--- src/rtl/dmareg_pkg.sv ---
package dmareg_pkg;

    localparam int WORD_W  = 32;
    localparam int GRP_CH  = 8;   // channels per control/status word
    localparam int FLD_W   = 4;   // control field stride
    localparam int STS_LSB = 16;  // first activity-state bit in a status word
    localparam int IDX_LSB = 2;
    localparam int IDX_W   = 3;

    typedef enum logic [IDX_W-1:0] {
        SEL_CTL0 = 3'd0,
        SEL_CTL1 = 3'd1,
        SEL_CTL2 = 3'd2,
        SEL_CTL3 = 3'd3,
        SEL_STS0 = 3'd4,
        SEL_STS1 = 3'd5,
        SEL_STS2 = 3'd6,
        SEL_RSVD = 3'd7
    } word_sel_e;

    typedef struct packed {
        logic [1:0] mode;
        logic       dir;
    } chan_cfg_t;

endpackage

--- src/rtl/dmareg_decode.sv ---
module dmareg_decode
    import dmareg_pkg::*;
#(
    parameter int ADDR_W = 8
) (
    input  logic              bus_we,
    input  logic [ADDR_W-1:0] bus_addr,
    output word_sel_e         sel,
    output logic              hit,
    output logic              wr_ctl0,
    output logic              wr_ctl1,
    output logic              wr_ctl2,
    output logic              wr_ctl3,
    output logic              wr_sts0,
    output logic              wr_sts2
);

    localparam int REGION_LSB = IDX_LSB + IDX_W;

    always_comb begin
        hit     = (bus_addr[IDX_LSB-1:0] == '0) && ((bus_addr >> REGION_LSB) == '0);
        sel     = word_sel_e'(bus_addr[IDX_LSB +: IDX_W]);
        wr_ctl0 = 1'b0;
        wr_ctl1 = 1'b0;
        wr_ctl2 = 1'b0;
        wr_ctl3 = 1'b0;
        wr_sts0 = 1'b0;
        wr_sts2 = 1'b0;
        if (bus_we && hit) begin
            unique case (sel)
                SEL_CTL0: wr_ctl0 = 1'b1;
                SEL_CTL1: wr_ctl1 = 1'b1;
                SEL_CTL2: wr_ctl2 = 1'b1;
                SEL_CTL3: wr_ctl3 = 1'b1;
                SEL_STS0: wr_sts0 = 1'b1;
                SEL_STS2: wr_sts2 = 1'b1;
                default:  ;
            endcase
        end
    end

endmodule

--- src/rtl/dmareg_chan.sv ---
module dmareg_chan
    import dmareg_pkg::*;
(
    input  logic      clk,
    input  logic      rst_n,
    input  logic      cfg_we,
    input  chan_cfg_t cfg_wd,
    input  logic      en_we,
    input  logic      en_wd,
    input  logic      clr_we,
    input  logic      clr_irq,
    input  logic      clr_err,
    input  logic      ev_done,
    input  logic      ev_err,
    output chan_cfg_t cfg,
    output logic      en,
    output logic      irq_flag,
    output logic      err_flag
);

    always_ff @(posedge clk) begin
        if (!rst_n) begin
            cfg <= '0;
            en  <= 1'b0;
        end else begin
            if (cfg_we) cfg <= cfg_wd;
            if (en_we)  en  <= en_wd;
        end
    end

    // a set from an event wins over a clear in the same cycle
    always_ff @(posedge clk) begin
        if (!rst_n) begin
            irq_flag <= 1'b0;
            err_flag <= 1'b0;
        end else begin
            irq_flag <= ev_done | ev_err | (irq_flag & ~(clr_we & clr_irq));
            err_flag <= ev_err | (err_flag & ~(clr_we & clr_err));
        end
    end

endmodule

--- src/rtl/dmareg_rdmux.sv ---
module dmareg_rdmux
    import dmareg_pkg::*;
#(
    parameter int NUM_CH = 12
) (
    input  word_sel_e            sel,
    input  logic                 hit,
    input  logic [WORD_W-1:0]    ctl1,
    input  logic [2*NUM_CH-1:0]  mode,
    input  logic [NUM_CH-1:0]    dir,
    input  logic [NUM_CH-1:0]    en,
    input  logic [NUM_CH-1:0]    irq_f,
    input  logic [NUM_CH-1:0]    err_f,
    input  logic [2*NUM_CH-1:0]  state,
    output logic [WORD_W-1:0]    rdata
);

    logic [WORD_W-1:0] w_ctl0, w_ctl2, w_ctl3, w_sts0, w_sts2;

    always_comb begin
        w_ctl0 = '0;
        w_ctl2 = '0;
        w_ctl3 = '0;
        w_sts0 = '0;
        w_sts2 = '0;
        for (int c = 0; c < NUM_CH; c++) begin
            if (c < GRP_CH) begin
                w_ctl0[FLD_W*(c%GRP_CH) +: 2]             = mode[2*c +: 2];
                w_ctl0[FLD_W*(c%GRP_CH) + 2]              = dir[c];
                w_ctl2[c]                                 = en[c];
                w_sts0[c%GRP_CH]                          = irq_f[c];
                w_sts0[(c%GRP_CH) + GRP_CH]               = err_f[c];
                w_sts0[STS_LSB + 2*(c%GRP_CH) +: 2]       = state[2*c +: 2];
            end else begin
                w_ctl3[FLD_W*(c%GRP_CH) +: 2]             = mode[2*c +: 2];
                w_ctl3[FLD_W*(c%GRP_CH) + 2]              = dir[c];
                w_ctl2[c + GRP_CH]                        = en[c];
                w_sts2[c%GRP_CH]                          = irq_f[c];
                w_sts2[(c%GRP_CH) + GRP_CH]               = err_f[c];
                w_sts2[STS_LSB + 2*(c%GRP_CH) +: 2]       = state[2*c +: 2];
            end
        end
    end

    always_comb begin
        rdata = '0;
        if (hit) begin
            unique case (sel)
                SEL_CTL0: rdata = w_ctl0;
                SEL_CTL1: rdata = ctl1;
                SEL_CTL2: rdata = w_ctl2;
                SEL_CTL3: rdata = w_ctl3;
                SEL_STS0: rdata = w_sts0;
                SEL_STS2: rdata = w_sts2;
                default:  rdata = '0;
            endcase
        end
    end

endmodule

--- src/rtl/dmareg_top.sv ---
module dmareg_top
    import dmareg_pkg::*;
#(
    parameter int NUM_CH = 12,   // 1 to 16
    parameter int ADDR_W = 8     // more than 5
) (
    input  logic                 clk,
    input  logic                 rst_n,
    input  logic                 bus_we,
    input  logic [ADDR_W-1:0]    bus_addr,
    input  logic [WORD_W-1:0]    bus_wdata,
    output logic [WORD_W-1:0]    bus_rdata,
    input  logic [NUM_CH-1:0]    ch_done,
    input  logic [NUM_CH-1:0]    ch_err,
    input  logic [2*NUM_CH-1:0]  ch_state,
    output logic [2*NUM_CH-1:0]  ch_mode,
    output logic [NUM_CH-1:0]    ch_dir,
    output logic                 irq
);

    word_sel_e          sel;
    logic               hit;
    logic               wr_ctl0, wr_ctl1, wr_ctl2, wr_ctl3, wr_sts0, wr_sts2;
    logic [WORD_W-1:0]  ctl1_q;
    logic [NUM_CH-1:0]  en_v;
    logic [NUM_CH-1:0]  irq_flag_v;
    logic [NUM_CH-1:0]  err_flag_v;

    dmareg_decode #(.ADDR_W(ADDR_W)) u_dec (
        .bus_we   (bus_we),
        .bus_addr (bus_addr),
        .sel      (sel),
        .hit      (hit),
        .wr_ctl0  (wr_ctl0),
        .wr_ctl1  (wr_ctl1),
        .wr_ctl2  (wr_ctl2),
        .wr_ctl3  (wr_ctl3),
        .wr_sts0  (wr_sts0),
        .wr_sts2  (wr_sts2)
    );

    always_ff @(posedge clk) begin
        if (!rst_n)       ctl1_q <= '0;
        else if (wr_ctl1) ctl1_q <= bus_wdata;
    end

    for (genvar c = 0; c < NUM_CH; c++) begin : g_ch
        localparam int SLOT  = c % GRP_CH;
        localparam int EN_B  = (c < GRP_CH) ? c : c + GRP_CH;
        localparam int F_LSB = FLD_W * SLOT;

        logic      cfg_we, clr_we;
        chan_cfg_t cfg_wd, cfg_q;

        if (c < GRP_CH) begin : g_lo
            assign cfg_we = wr_ctl0;
            assign clr_we = wr_sts0;
        end else begin : g_hi
            assign cfg_we = wr_ctl3;
            assign clr_we = wr_sts2;
        end

        assign cfg_wd.mode = bus_wdata[F_LSB +: 2];
        assign cfg_wd.dir  = bus_wdata[F_LSB + 2];

        dmareg_chan u_chan (
            .clk      (clk),
            .rst_n    (rst_n),
            .cfg_we   (cfg_we),
            .cfg_wd   (cfg_wd),
            .en_we    (wr_ctl2),
            .en_wd    (bus_wdata[EN_B]),
            .clr_we   (clr_we),
            .clr_irq  (bus_wdata[SLOT]),
            .clr_err  (bus_wdata[SLOT + GRP_CH]),
            .ev_done  (ch_done[c]),
            .ev_err   (ch_err[c]),
            .cfg      (cfg_q),
            .en       (en_v[c]),
            .irq_flag (irq_flag_v[c]),
            .err_flag (err_flag_v[c])
        );

        assign ch_mode[2*c +: 2] = cfg_q.mode;
        assign ch_dir[c]         = cfg_q.dir;
    end

    dmareg_rdmux #(.NUM_CH(NUM_CH)) u_rd (
        .sel   (sel),
        .hit   (hit),
        .ctl1  (ctl1_q),
        .mode  (ch_mode),
        .dir   (ch_dir),
        .en    (en_v),
        .irq_f (irq_flag_v),
        .err_f (err_flag_v),
        .state (ch_state),
        .rdata (bus_rdata)
    );

    assign irq = |(irq_flag_v & en_v);

endmodule

--- config.mk ---
export PLATFORM = sky130hd
export DESIGN_NAME = dmareg_top
export DESIGN_NICKNAME = d
export VERILOG_FILES = /design/src/rtl/dmareg_pkg.sv /design/src/rtl/dmareg_decode.sv /design/src/rtl/dmareg_chan.sv /design/src/rtl/dmareg_rdmux.sv /design/src/rtl/dmareg_top.sv
export SDC_FILE = /design/constraint.sdc
export NUM_CORES = 1
export LEC_CHECK = 0
export BUFFER_PORTS_ARGS = -buffer_cell sky130_fd_sc_hd__buf_2
export CAP_MARGIN = 20
export CORE_MARGIN = 10
export CORE_UTILIZATION = 46
export DETAILED_ROUTE_END_ITERATION = 10
export PLACE_DENSITY = 0.77
export SYNTH_ARGS = -nofsm -noshare
export SYNTH_HDL_FRONTEND = slang
export SYNTH_SLANG_ARGS = --single-unit
--- constraint.sdc ---
create_clock -name clk -period 1.25 [get_ports clk]
set_input_delay 0.125 -clock clk [delete_from_list [all_inputs] [get_ports clk]]
set_output_delay 0.125 -clock clk [all_outputs]
set_load 0.02 [all_outputs]
==> impl_metrics.toml <==
[status]
status = "finished with violations"
violations = "negative hold slack, negative setup slack"

[floorplan]
io_pins = 160
fp.dieH_um = 122.8
fp.coreArea_sq_mm = 0.01032
die-area_sq_mm = 0.01508
die_w_um = 122.8
placementRows = 37
start_util = 0.4710

[sta]
finalSetupViolations = 36
slew-limit-headroom = 0.6132
rsz0062_at_grt = "yes"
timing.final.ws_setup_ns = -0.6415
fmax_ghz = 0.5287
drv_slew = 0
finClkSkew_ns = 0
finalHoldViolations = 1
finalCritPeriodShare = 1.513
tightest_slew_ns = 0.5803
period_needed_ns = 1.891
hold-worst-slack_ns = -0.004027

[detailed_routing]
route.met2.wl_um = 9898
initialDrtViolationCount = 589
routed_via_density = 5.928
post_drt_wl_per_cell_um = 20.74
met1_length_um = 7494
wl_met3_um = 2166
highest_layer = "met4"
drtPass1Iterations = 8
drc = 0
wl_um = 20000
vias = 5715
drtAntennaViolNets = 0

[power_and_ir_drop]
p_comb_frac = 0.160
powerDensity_mw_per_mm2 = 845.2
switching_power_w = 0.001903
power_w = 0.006625
ir_drop_v = 0.0006371
p_int_w = 0.004723
sw_frac_of_total = 0.2872
power_frac_clock = 0.324
p_leak_nw = 3.299
seq_power_share = 0.516

[cells_and_area]
antenna_cells = 0
multi_input_area_sq_mm = 0.003070
regArea_sq_mm = 0.002131
fin_nets = 914
area_growth_pct = 61.22
drive_above_1_share = 0.5109
fillCellCount = 665
final_common_cell = "buf_2"
mostFrequentLayoutCells = "buf_2, buf_4, o21ai_0"
fin_util = 0.7593

[clocking]
clk_pin_slew_ns = 0.10
clockBufferDepth = 2
cts-root-buf = "clkbuf_8"
cts_made_buffers = 9
cts_tree = "built"
clock-sinks = 104
clkLatencyLatePin_ns = 0.37
h-tree-depth = 3

[global_route]
grt_usage = 0.2321
antenna_found_initial = 0
grt_start_max_net_pins = 40
globalRouteOverflowTotal = 0
grt_pass1_vias = 5565
grt_pass1_wl_um = 28230

[worst_setup_path]
critPathMaxFanout = 2
slowest_delay_ns = 0.56
path_class = "reg -> out"
start_kind = "flop"
crit_required_ns = 1.12
rr_startpoint = "g_ch[10].u_chan.irq_flag"
crit_start = "g_ch[8].u_chan.cfg[1]"
worstPathArrival_ns = 1.77
crit_path_top_delay_cell = "a222oi_1"
crit_path_end_kind = "output port"
crit_chain = "a22o_1 > a222oi_1 > nor2_2 > buf_6"

[worst_hold_path]
holdCritStartpoint = "bus_wdata[31]"
min_path_type = "in -> reg"

[synth]
avgSynthCellArea_sq_um = 8.369
async_flop_share = 0
synth_compound_area_frac = 0.2241
post_synth_num_cell_types = 37
ys_seq_elements = 104
yosysSeqAreaShare = 0.4282
synth_top_family_by_area = "compound AO/OA/AOI/OAI gates"
synthAdderAreaFrac = 0
syn_area_sq_mm = 0.004862
syn_nets = 672
synth_xor_area_frac = 0
yosys.area_share.simple = 0.1945
synth-edff-count = 0
yosys_warnings = 0
synth_flop_cell = "dfxtp_1"
synthMuxAreaShare = 0.09830
syn_inst = 581

[flow_run]
cap_viol_max_count = 0

[place]
port_buffers = 159
gp_congestion = 0.8988
dp_hpwl_um = 12810
place_ws_ns = -0.3165
==> sequential cells by signal (all words and copies together) (netlist names) <==
name                  cells
g_ch.u_chan.err_flag     12
g_ch.u_chan.en           12
ctl1_q                   32
g_ch.u_chan.irq_flag     12
g_ch.u_chan.cfg          36
==> power groups by stage <==
stage | logic (W) | registers (W) | clock network [W]
2_1_floorplan | 0.000435 | 0.00347 | 0
3_3_place_gp | 0.000818 | 0.00348 | 0
3_5_place_dp | 0.000843 | 0.00348 | 0
4_1_cts | 0.000958 | 0.00341 | 0.00214
5_1_grt | 0.00113 | 0.00343 | 0.00229
6_report | 0.00106 | 0.00342 | 0.00215
==> final cells by class <==
cell class,instances,area share
clock inverter,6,0.007821
clock buffer,10,0.01756
timing repair buffer,278,0.2827
tap,136,0.02171
inverter,14,0.006704
multi-input combinational,416,0.3917
sequential,104,0.2718
==> per-layer routing <==
metal | global-route usage | vias up
met3 | 0.06428 | 50
li1 | - | 2599
met5 | 0 | -
met1 | 0.2681 | 2709
met4 | 0.08027 | 0
met2 | 0.4033 | 357
==> kinds of logic after synthesis <==
kind of cell	after synthesis
AND/OR/NAND/NOR	194
AO/OA/AOI/OAI	179
flip-flops	104
buffers and inverters	62
multiplexers	42
==> metrics by stage <==
step	setup TNS, ns	area, sq um	cells	hold WS, ns
2_1_floorplan	-5.618	5159	581	0.2251
3_3_place_gp	-30.60	6474	901	0.3226
3_5_place_dp	-33.25	6474	901	0.3266
4_1_cts	-8.230	7298	948	0.001515
5_1_grt	-11.98	7839	964	0.009424
6_report	-8.810	7839	964	-0.004027
==> critical path, delay by kind of cell (launching register included) <==
kind	cells	cell delay, ns
AND/OR/NAND/NOR	1	0.12
AO/OA/AOI/OAI	2	0.77
flip-flops	1	0.34
buffers and inverters	1	0.16
==> cell usage after synthesis, types with 2 or more instances <==
master | instances | area share
buf_1 | 7 | 0.0054
a31oi_1 | 24 | 0.031
nand4b_1 | 3 | 0.0054
o32a_1 | 3 | 0.0062
o31ai_1 | 12 | 0.019
mux2_2 | 6 | 0.014
dfxtp_1 | 104 | 0.43
clkbuf_1 | 20 | 0.015
mux2i_1 | 32 | 0.066
a221oi_1 | 4 | 0.0072
o22a_1 | 7 | 0.013
nand3_1 | 82 | 0.084
buf_4 | 3 | 0.0046
nand2b_1 | 3 | 0.0039
nor2_1 | 58 | 0.045
o21ai_1 | 2 | 0.0021
mux4_2 | 4 | 0.019
nor2b_1 | 6 | 0.0077
a22o_1 | 5 | 0.0090
a2bb2oi_1 | 6 | 0.011
inv_1 | 14 | 0.011
a21oi_1 | 12 | 0.012
buf_2 | 18 | 0.019
nand2_1 | 34 | 0.026
o21ai_0 | 91 | 0.094
a22oi_1 | 10 | 0.015
==> worst paths after layout <==
check	end	slack, ns	depth (start not counted)
min reg2reg	ctl1_q[12]	0.47	2
max	bus_rdata[0]	-0.64	4
max reg2reg	g_ch[10].u_chan.irq_flag	0.24	3
min	ctl1_q[31]	-0.004	3
==> what timing repair did <==
action / 4_1_cts / 5_1_grt
endpoints found under the hold margin: 29 / 0
endpoints found under the setup margin: 33 / 107
buffers inserted: 10 / 12
pin swaps: 27 / 36
gates cloned: 2 / 5
hold buffers: 20 / 0
gates resized for setup: 110 / 98
(Power assumes the default switching activity.)
